==> src/rtl/fpcls_pkg.sv <==
package fpcls_pkg;
  localparam int unsigned WORD_W = 32;
  localparam int unsigned EXP_W  = 8;
  localparam int unsigned MAN_W  = 23;
  localparam int unsigned NCLS   = 10;
  localparam int unsigned SIGN_B = WORD_W - 1;
  localparam int unsigned QBIT   = MAN_W - 1;

  typedef enum logic [3:0] {
    CLS_SNAN = 4'd0, CLS_QNAN = 4'd1, CLS_NINF = 4'd2, CLS_NNORM = 4'd3,
    CLS_NSUB = 4'd4, CLS_NZERO = 4'd5, CLS_PZERO = 4'd6, CLS_PSUB = 4'd7,
    CLS_PNORM = 4'd8, CLS_PINF = 4'd9
  } cls_idx_e;

  typedef struct packed {
    logic             sign;
    logic [EXP_W-1:0] expo;
    logic [MAN_W-1:0] man;
  } fp32_t;
endpackage

==> src/rtl/fpcls_srcmod.sv <==
module fpcls_srcmod
  import fpcls_pkg::*;
(
  input  logic [WORD_W-1:0] op_i,
  input  logic [1:0]        mod_i,
  output logic [WORD_W-1:0] op_o
);
  logic sign_abs;
  // abs first, then negate
  assign sign_abs = mod_i[1] ? 1'b0 : op_i[SIGN_B];
  assign op_o     = {sign_abs ^ mod_i[0], op_i[SIGN_B-1:0]};
endmodule

==> src/rtl/fpcls_decode.sv <==
module fpcls_decode
  import fpcls_pkg::*;
(
  input  logic [WORD_W-1:0] op_i,
  output logic [NCLS-1:0]   cls_o
);
  fp32_t f;
  logic exp_max, exp_min, man_nz;

  assign f       = fp32_t'(op_i);
  assign exp_max = &f.expo;
  assign exp_min = ~|f.expo;
  assign man_nz  = |f.man;

  always_comb begin
    cls_o = '0;
    if (exp_max && man_nz) begin
      if (f.man[QBIT]) cls_o[CLS_QNAN] = 1'b1;
      else             cls_o[CLS_SNAN] = 1'b1;
    end else if (exp_max) begin
      cls_o[f.sign ? CLS_NINF : CLS_PINF] = 1'b1;
    end else if (exp_min && man_nz) begin
      cls_o[f.sign ? CLS_NSUB : CLS_PSUB] = 1'b1;
    end else if (exp_min) begin
      cls_o[f.sign ? CLS_NZERO : CLS_PZERO] = 1'b1;
    end else begin
      cls_o[f.sign ? CLS_NNORM : CLS_PNORM] = 1'b1;
    end
  end
endmodule

==> src/rtl/fpcls_unit.sv <==
module fpcls_unit
  import fpcls_pkg::*;
#(
  parameter bit OUT_REG = 1'b1
) (
  input  logic              clk_i,
  input  logic              rst_ni,
  input  logic [WORD_W-1:0] operand_i,
  input  logic [NCLS-1:0]   mask_i,
  input  logic [1:0]        mod_i,
  output logic              result_o,
  output logic [NCLS-1:0]   class_o
);
  logic [WORD_W-1:0] op_m;
  logic [NCLS-1:0]   cls_d;
  logic              res_d;

  fpcls_srcmod u_mod (.op_i(operand_i), .mod_i(mod_i), .op_o(op_m));
  fpcls_decode u_dec (.op_i(op_m), .cls_o(cls_d));

  assign res_d = |(mask_i & cls_d);

  generate
    if (OUT_REG) begin : g_reg
      logic              res_q;
      logic [NCLS-1:0]   cls_q;
      always_ff @(posedge clk_i or negedge rst_ni) begin
        if (!rst_ni) begin
          res_q <= 1'b0;
          cls_q <= '0;
        end else begin
          res_q <= res_d;
          cls_q <= cls_d;
        end
      end
      assign result_o = res_q;
      assign class_o  = cls_q;

      AST_REG_LATENCY: assert property (@(posedge clk_i) disable iff (!rst_ni)
        $past(rst_ni) |-> (class_o == $past(cls_d))) else $error("latency");
    end else begin : g_comb
      assign result_o = res_d;
      assign class_o  = cls_d;
    end
  endgenerate

  AST_CLASS_ONEHOT: assert property (@(posedge clk_i) disable iff (!rst_ni)
    $countones(cls_d) == 1) else $error("class not one-hot");
  AST_EMPTY_MASK: assert property (@(posedge clk_i) disable iff (!rst_ni)
    (mask_i == '0) |-> !res_d) else $error("empty mask hit");
  AST_MOD_BOTH: assert property (@(posedge clk_i) disable iff (!rst_ni)
    (mod_i == 2'b11) |-> op_m[SIGN_B]) else $error("sign not forced");
  AST_MOD_ABS: assert property (@(posedge clk_i) disable iff (!rst_ni)
    (mod_i == 2'b10) |-> !op_m[SIGN_B]) else $error("abs failed");
  AST_MOD_NEG: assert property (@(posedge clk_i) disable iff (!rst_ni)
    (mod_i == 2'b01) |-> (op_m[SIGN_B] != operand_i[SIGN_B])) else $error("neg failed");
  AST_MAG_KEPT: assert property (@(posedge clk_i) disable iff (!rst_ni)
    op_m[SIGN_B-1:0] == operand_i[SIGN_B-1:0]) else $error("magnitude changed");
  AST_NAN_CLASS: assert property (@(posedge clk_i) disable iff (!rst_ni)
    ((&operand_i[30:23]) && (|operand_i[22:0])) |-> (cls_d[1:0] != 2'b00))
    else $error("nan misclassed");
endmodule

==> config.mk <==
export PLATFORM = sky130hd
export DESIGN_NAME = fpcls_unit
export DESIGN_NICKNAME = d
export VERILOG_FILES = /design/src/rtl/fpcls_pkg.sv /design/src/rtl/fpcls_srcmod.sv /design/src/rtl/fpcls_decode.sv /design/src/rtl/fpcls_unit.sv
export SDC_FILE = /design/constraint.sdc
export NUM_CORES = 1
export LEC_CHECK = 0
export ABC_AREA = 1
export BUFFER_PORTS_ARGS = -buffer_cell sky130_fd_sc_hd__buf_2
export CORE_ASPECT_RATIO = 1.25
export CORE_MARGIN = 2
export CORE_UTILIZATION = 35
export CTS_CLUSTER_DIAMETER = 30
export DETAILED_ROUTE_END_ITERATION = 8
export GPL_TIMING_DRIVEN = 0
export PLACE_DENSITY = 0.74
export SETUP_SLACK_MARGIN = 0.5
export SLEW_MARGIN = 20
export SYNTH_ARGS = -nofsm -noshare
export SYNTH_HDL_FRONTEND = slang
export SYNTH_HIERARCHICAL = 1
export SYNTH_SLANG_ARGS = --single-unit
==> constraint.sdc <==
create_clock -name clk_i -period 0.8 [get_ports clk_i]
set_input_delay 0.12 -clock clk_i [delete_from_list [all_inputs] [get_ports clk_i]]
set_output_delay 0.12 -clock clk_i [all_outputs]
set_load 0.05 [all_outputs]
==> out/metrics.cfg, run 1 <==
[run_status]
outcome=finished with violations
violations=negative hold slack, negative setup slack

[setup_path]
cp-end-kind=register
cp_cell_sequence=buf_6 > nor2_2 > nand2_1 > nor2_2 > nand3_4 > nand2_4 > nor2_4 > nand2_1 > nand2_1 > nor2_1 > nand3_1
path_buf_inv=1
required_ns=0.95
cp_top_family=simple AND/OR/NAND/NOR gates
crit_path_frequent_cell=nand2_1
crit_slowest_cell=nand3_4
cp-start-kind=input pin
crit_path_max_incr_delay_ns=0.15
crit_start=operand_i[16]
arrival_ns=1.15
crit_type=in -> reg
cp_max_fo=7

[layout]
nFillCells=224
stdcell_count=191
drive_above_1_share_pct=77.2
antennaDiodeCount=0
fin_nets=205
seq_area_um2=288
areaGrowthSynthToFinish_pct=68.9
multi_input_area_um2=463

[placed_design]
port_buffers=25
dpl.hpwl_um=1440
placed_cells=181
gp_congestion=0.720
preCtsSetupSlack_ns=-0.412

[sta]
hold_violations=11
tns_ns=-1.61
tightestPinTransition_ns=0.215
slew_viol_final=0
setup_viol=12
holdWs_ns=-0.303
min_period_ns=1.00
max_freq_ghz=0.997
slew_headroom_pct=85.7
setup_ws_ns=-0.203
rsz0062_at_grt=yes
finalCritPeriodShare_pct=125

[clock_tree]
clock-root-buffer=clkbuf_4
clock_sinks=11
clkTransAtPathRegs_ns=0.06
cts_tree=done
h-tree-depth=1
clockBufferDepth=2
numCtsBuffers=3

[floorplanning]
start_util_pct=36.0
fp-row-count=20
ioPinCount=57
coreArea_um2=2400
die_h_um=59.6
die-area_um2=2890
die_x_um=48.5

[detailed_routing]
drtAntennaViolNets=0
wl_per_cell_um=10.9
routed_wl_um=2080
viasPerCell=4.30
num_vias=822
drt_first_pass_iters=4
drt-initial-drc-count=14
post-route-drc-count=0

[power]
peakVddDrop_v=0.000483
powerDensity_nw_per_um2=957
leakage_nw=0.683
power_mw=1.40

[yosys]
yosys_warnings=6
syn_area_per_cell_um2=7.04
ys_types=16
ys_seq_area_share_pct=31.8
synth_seq_cells=11
synthesis.nets=169
synth_area_um2=866
synth_cells=123

[global_routing]
grt_usage_pct=13.5
grt-ovfl-total=0
grt_start_max_net_pins=12
grt_antenna_before_repair=0
grt_pass1_vias=818
grt_pass1_wl_um=2980

[min_path]
hold_path_class=in -> async

[flow_run]
max_cap_viol_count=0

==> final cells by class <==
cell class | count | share of cell area (%)
Multi-Input combinational cell | 70 | 31.7
Sequential cell | 11 | 19.7
Clock buffer | 4 | 1.80
Tap cell | 33 | 2.82
Inverter | 11 | 3.59
Timing Repair Buffer | 31 | 16.9
Buffer | 31 | 23.6
==> layout by cell type, fill, tap and decap left out <==
cell / netlist / routed
inv_2: 2 / 6
buf_2: 0 / 14
nand3_2: 1 / 3
inv_4: 0 / 2
clkbuf_1: 0 / 1
nor3_4: 0 / 2
clkinv_4: 0 / 1
nand2_1: 33 / 25
nor2_1: 23 / 7
nand2_4: 0 / 4
nor2_2: 4 / 13
buf_4: 31 / 8
clkinv_2: 1 / 1
clkbuf_4: 0 / 3
dfrtp_2: 0 / 10
buf_8: 0 / 3
nand2_2: 1 / 5
nor2_4: 1 / 8
nor3_2: 1 / 1
nand3_1: 3 / 1
buf_6: 0 / 37
dfrtp_1: 11 / 1
inv_1: 7 / 1
nand3_4: 1 / 1
==> power breakdown <==
part           total [mW]  switching (mW)  leakage [nW]  internal [mW]
combinational       0.463           0.203         0.537          0.260
sequential          0.577         0.00587         0.132          0.571
clock               0.360           0.167        0.0150          0.193
==> cells in the mapped netlist, drive strengths merged <==
master	number	area (um2)
buf	31	233
clkinv	2	8.75
dfrtp	11	275
inv	9	33.8
nand2	34	130
nand3	5	42.5
nor2	28	123
nor3	3	20.0
==> worst max-delay path by stage <==
stage,endpoint,slack (ns),cells after the start
after floorplan,result_o$_DFF_PN0_,-0.27,11
after global placement,result_o$_DFF_PN0_,-0.39,11
after detailed placement,result_o$_DFF_PN0_,-0.41,11
after CTS,class_o[7],-0.15,1
after global routing,result_o$_DFF_PN0_,-0.32,11
final,result_o$_DFF_PN0_,-0.20,11
==> cell families after synthesis <==
logic type / share of synthesized area [%]
AND/OR/NAND/NOR: 36.4
flip-flops: 31.8
buffers and inverters: 31.8
==> what timing repair did <==
action	CTS	global route
endpoints found under the setup margin	22	22
pin swaps	7	29
hold endpoints to repair	11	11
setup buffers	1	5
resized for setup	64	35
==> per-layer routing <==
layer  up-vias  wire (um)  track usage, %
li1        408          -               -
met1       369        591            11.0
met2        37       1300            29.2
met3         8        117            1.77
met4         0         72            9.80
met5         -          0               0
==> sequential cells by signal (all words and copies together), names as in the netlist <==
register / flops
class_o: 10
result_o: 1
==> metrics by stage <==
step / utilization (%) / hold slack [ns] / cell area (um2)
2_1_floorplan: - / -0.176 / 905
6_report: 60.9 / -0.303 / 1460
5_1_grt: 60.9 / -0.284 / 1460
4_1_cts: 54.4 / -0.305 / 1310
3_5_place_dp: 44.6 / -0.0149 / 1070
3_3_place_gp: 44.6 / -0.0162 / 1070
No activity file was read; power rests on OpenSTA's default activity.
==> run 2, diff against run 1 <==
--- a/config.mk
+++ b/config.mk
@@ -13,10 +13,9 @@
 export CTS_CLUSTER_DIAMETER = 30
 export DETAILED_ROUTE_END_ITERATION = 8
 export GPL_TIMING_DRIVEN = 0
-export PLACE_DENSITY = 0.74
+export PLACE_DENSITY = 0.8
 export SETUP_SLACK_MARGIN = 0.5
 export SLEW_MARGIN = 20
 export SYNTH_ARGS = -nofsm -noshare
 export SYNTH_HDL_FRONTEND = slang
-export SYNTH_HIERARCHICAL = 1
 export SYNTH_SLANG_ARGS = --single-unit
==> out/metrics.cfg, run 2 <==
[sta]
finalCritPeriodShare_pct=121
slew_headroom_pct=84.2
slew_viol_final=0
tightestPinTransition_ns=0.237
tns_ns=-1.75
setup_ws_ns=-0.169
min_period_ns=0.969
rsz0062_at_grt=yes
holdWs_ns=-0.298
hold_violations=11
setup_viol=17
max_freq_ghz=1.03

[clock_tree]
clock-root-buffer=clkbuf_4
clockBufferDepth=2
clkTransAtPathRegs_ns=0.06
clock_sinks=11
numCtsBuffers=3
h-tree-depth=1
cts_tree=done

[layout]
layout_commonest_cell=buf_6
antennaDiodeCount=0
finalInstanceArea_um2=1600
post-route-util_pct=90.6
stdcell_count=185
final_cell_mix=28 x buf_6, 26 x buf_2, 21 x nor2_4
fin_nets=213
drive_above_1_share_pct=83.1
areaGrowthSynthToFinish_pct=147
largest_reg_flops=10

[power]
leakage_nw=0.741
power_frac_clock_pct=24.5
peakVddDrop_v=0.000551
power_mw=1.45
seqPwrFrac_pct=39.8
p_int_mw=1.03
p_comb_share_pct=35.8
p_sw_share_pct=29.1
powerDensity_nw_per_um2=907
p_switching_mw=0.422

[floorplanning]
start_util_pct=36.7
die_x_um=42.5
fp-row-count=17
coreArea_um2=1770
die-area_um2=2210
die_h_um=52.1
ioPinCount=57

[yosys]
ys_seq_area_share_pct=42.5
synth_seq_cells=11
synth_most_common_cell=nor2_1
netlist_top_cells_area=dfrtp_1 42%, nor2_1 18%, nand2_1 16%, inv_1 5.2%, nand3_1 4.6%
syn_area_per_cell_um2=6.68
synthesis.nets=143
yosysTopAreaCellShare_pct=42.5
ys_types=13
yosys_most_used_dff=dfrtp_1
synth_area_um2=648
synth-edff-count=0
yosys_warnings=0
yosysTopAreaCell=dfrtp_1
synth_cells=97
synth_common_cells=31 x nor2_1, 28 x nand2_1, 11 x dfrtp_1
synthArstFlopShare_pct=100

[global_routing]
grt_pass1_wl_um=3420
grt_antenna_before_repair=0
grt_start_max_net_pins=12
grt-ovfl-total=0
grt_pass1_vias=893
grt_usage_pct=20.6

[detailed_routing]
wl_per_cell_um=13.0
viasPerCell=4.98
num_vias=921
drt-initial-drc-count=11
post-route-drc-count=0
routed_wl_um=2410
drt_first_pass_iters=4
drtAntennaViolNets=0

[min_path]
hold_path_class=in -> async

[placed_design]
dpl.hpwl_um=1450
gp_congestion=0.757
place_area_um2=1100
placed_cells=172
preCtsSetupSlack_ns=-0.451
port_buffers=56

[setup_path]
cp-start-kind=input pin
required_ns=0.94
crit_type=in -> reg
cp-end-kind=register
arrival_ns=1.11
cp_max_fo=5

[run_status]
violations=negative hold slack, negative setup slack
outcome=finished with violations

[flow_run]
max_cap_viol_count=0

## run 2: cell type report
| cell class | count | area [um2] |
|---|---|---|
| Inverter | 9 | 41.3 |
| Buffer | 1 | 11.3 |
| Fill cell | 69 | 166 |
| Sequential cell | 11 | 288 |
| Multi-Input combinational cell | 76 | 624 |
| Timing Repair Buffer | 65 | 584 |
| Tap cell | 19 | 23.8 |
| Clock buffer | 4 | 26.3 |
## run 2: per-layer routing
metal / GRT usage (%) / routed length (um) / up-vias
met5: 0 / 0 / -
met4: 14.6 / 61 / 0
met3: 2.08 / 146 / 8
met2: 42.3 / 1410 / 49
met1: 17.8 / 787 / 425
li1: - / - / 439
## run 2: what timing repair did
| item | in CTS | in global routing |
|---|---|---|
| gates resized for setup | 68 | 41 |
| pin swaps | 23 | 22 |
| setup buffers | 7 | 1 |
| cloned | 1 | 0 |
| hold endpoints to repair | 11 | 11 |
| setup endpoints to repair | 22 | 22 |
## run 2: cell families (layout without fill, tap and decap cells)
logic type,count (synthesis),after routing,synth area share [%]
and+or+nand+nor,75,75,49.4
DFF,11,11,42.5
AOI/OAI and AO/OA,1,1,1.16
buffers and inverters,10,79,6.95
## run 2: worst paths after layout
path / start / to / cells after the start
hold / removal: rst_ni / class_o[3]$_DFF_PN0_ / 1
max in group asynchronous: rst_ni / class_o[6]$_DFF_PN0_ / 1
setup / recovery: operand_i[6] / result_o$_DFF_PN0_ / 10
min in group clk_i: operand_i[22] / class_o[1]$_DFF_PN0_ / 3
## run 2: power by group through the flow
stage / clock, mW / sequential, mW / combinational [mW]
floorplan: 0 / 0.636 / 0.0991
global placement: 0 / 0.583 / 0.323
detailed placement: 0 / 0.584 / 0.330
CTS: 0.374 / 0.577 / 0.434
global route: 0.389 / 0.577 / 0.548
finish: 0.355 / 0.577 / 0.519
## run 2: worst max-delay path: stages
cell     delay (ns)
buf_6          0.09
nor2_2         0.12
nand2_2        0.09
nor2_4         0.13
nand3_4        0.11
buf_6          0.15
nand3_2        0.05
nand2_1        0.05
nor2_1         0.11
nand3_1        0.09
==> run 3, diff against run 2 <==
--- a/config.mk
+++ b/config.mk
@@ -7,15 +7,17 @@
 export LEC_CHECK = 0
 export ABC_AREA = 1
 export BUFFER_PORTS_ARGS = -buffer_cell sky130_fd_sc_hd__buf_2
+export CELL_PAD_IN_SITES_DETAIL_PLACEMENT = 0
+export CELL_PAD_IN_SITES_GLOBAL_PLACEMENT = 2
 export CORE_ASPECT_RATIO = 1.25
 export CORE_MARGIN = 2
-export CORE_UTILIZATION = 35
+export CORE_UTILIZATION = 16
 export CTS_CLUSTER_DIAMETER = 30
 export DETAILED_ROUTE_END_ITERATION = 8
 export GPL_TIMING_DRIVEN = 0
 export PLACE_DENSITY = 0.8
 export SETUP_SLACK_MARGIN = 0.5
-export SLEW_MARGIN = 20
+export SLEW_MARGIN = 30
 export SYNTH_ARGS = -nofsm -noshare
 export SYNTH_HDL_FRONTEND = slang
 export SYNTH_SLANG_ARGS = --single-unit
==> out/metrics.cfg, run 3 (synthesis results as in run 2) <==
[run_status]
outcome=finished with violations
violations=negative hold slack, negative setup slack

[sta]
tns_ns=-1.28
rsz0062_at_grt=yes
tightestPinTransition_ns=0.270
max_freq_ghz=1.09
hold_violations=11
slew_viol_final=0
holdWs_ns=-0.256
slew_headroom_pct=82.0
setup_ws_ns=-0.121
finalCritPeriodShare_pct=115
min_period_ns=0.921
setup_viol=18

[power]
peakVddDrop_v=0.000373
leakage_nw=0.751
powerDensity_nw_per_um2=964
power_mw=1.59

[detailed_routing]
viasPerCell=3.93
drt_first_pass_iters=2
post-route-drc-count=0
wl_per_cell_um=9.81
routed_wl_um=2180
drtAntennaViolNets=0
drt-initial-drc-count=3
num_vias=872

[clock_tree]
h-tree-depth=1
clock-root-buffer=clkbuf_8
cts_tree=done
numCtsBuffers=3
clock_sinks=11
clockBufferDepth=2
clkTransAtPathRegs_ns=0.04

[layout]
final_cell_mix=31 x buf_6, 24 x buf_2, 16 x nor2_4
fin_nets=215
finalInstanceArea_um2=1650
areaGrowthSynthToFinish_pct=154
stdcell_count=222
largest_reg_flops=10
post-route-util_pct=42.9
layout_commonest_cell=buf_6
drive_above_1_share_pct=85.7
antennaDiodeCount=0

[floorplanning]
start_util_pct=16.8
ioPinCount=57
die_h_um=75.2
die_x_um=60.9
coreArea_um2=3850
die-area_um2=4580
fp-row-count=25

[setup_path]
required_ns=0.92
cp-end-kind=register
cp-start-kind=input pin
arrival_ns=1.04
cp_max_fo=3
crit_type=in -> reg

[placed_design]
dpl.hpwl_um=1720
placed_cells=207
port_buffers=56
preCtsSetupSlack_ns=-0.467
place_area_um2=1140
gp_congestion=0.693

[global_routing]
grt_start_max_net_pins=12
grt_pass1_wl_um=3420
grt_pass1_vias=873
grt-ovfl-total=0
grt_antenna_before_repair=0
grt_usage_pct=9.75

[flow_run]
max_cap_viol_count=0

[min_path]
hold_path_class=in -> async

## run 3: cell count changes in the layout (fill, tap and decap cells not counted), sizes merged
cell / before / now
buf: 66 / 68
## run 3: layout make-up
type                            count  area, um2
Timing Repair Buffer               67        593
Tap cell                           54       67.6
Fill cell                         413       2200
Clock buffer                        4       45.0
Buffer                              1       11.3
Multi-Input combinational cell     76        601
Sequential cell                    11        288
Inverter                            9       43.8
## run 3: repair_timing
action	CTS	global route
pin swaps	29	25
buffers inserted	8	3
gates resized for setup	66	37
endpoints found under the hold margin	11	11
endpoints found under the setup margin	22	22
## run 3: report_power, final
part,total [mW],switching (mW),internal (mW)
Sequential,0.579,0.00606,0.573
Clock,0.519,0.173,0.347
Combinational,0.491,0.233,0.258
## run 3: path summary, 6_finish.rpt
kind                               start              endpoint  slack [ns]  cells after the start
worst max-delay path       operand_i[28]  class_o[8]$_DFF_PN0_       -0.12                      9
worst min-delay path              rst_ni  class_o[5]$_DFF_PN0_       -0.26                      1
min in group clk_i         operand_i[22]  class_o[1]$_DFF_PN0_        0.16                      3
max in group asynchronous         rst_ni  class_o[7]$_DFF_PN0_        0.85                      1
## run 3: per-layer routing
metal / global-route usage (%) / routed length, um / vias up / share of wire [%]
met1: 9.42 / 683 / 388 / 31
met5: 0 / 0 / - / 0
met2: 19.6 / 1300 / 40 / 59
met4: 3.62 / 11 / 0 / 0.51
li1: - / - / 442 / -
met3: 1.89 / 188 / 2 / 8.6
## run 3: critical path, cell delays in order
cell and delay, ns:
buf_8 0.11, nor2_4 0.10, nand4_1 0.18, nand2_2 0.15
buf_4 0.12, buf_6 0.08, buf_6 0.08, buf_6 0.08
nor2_2 0.03
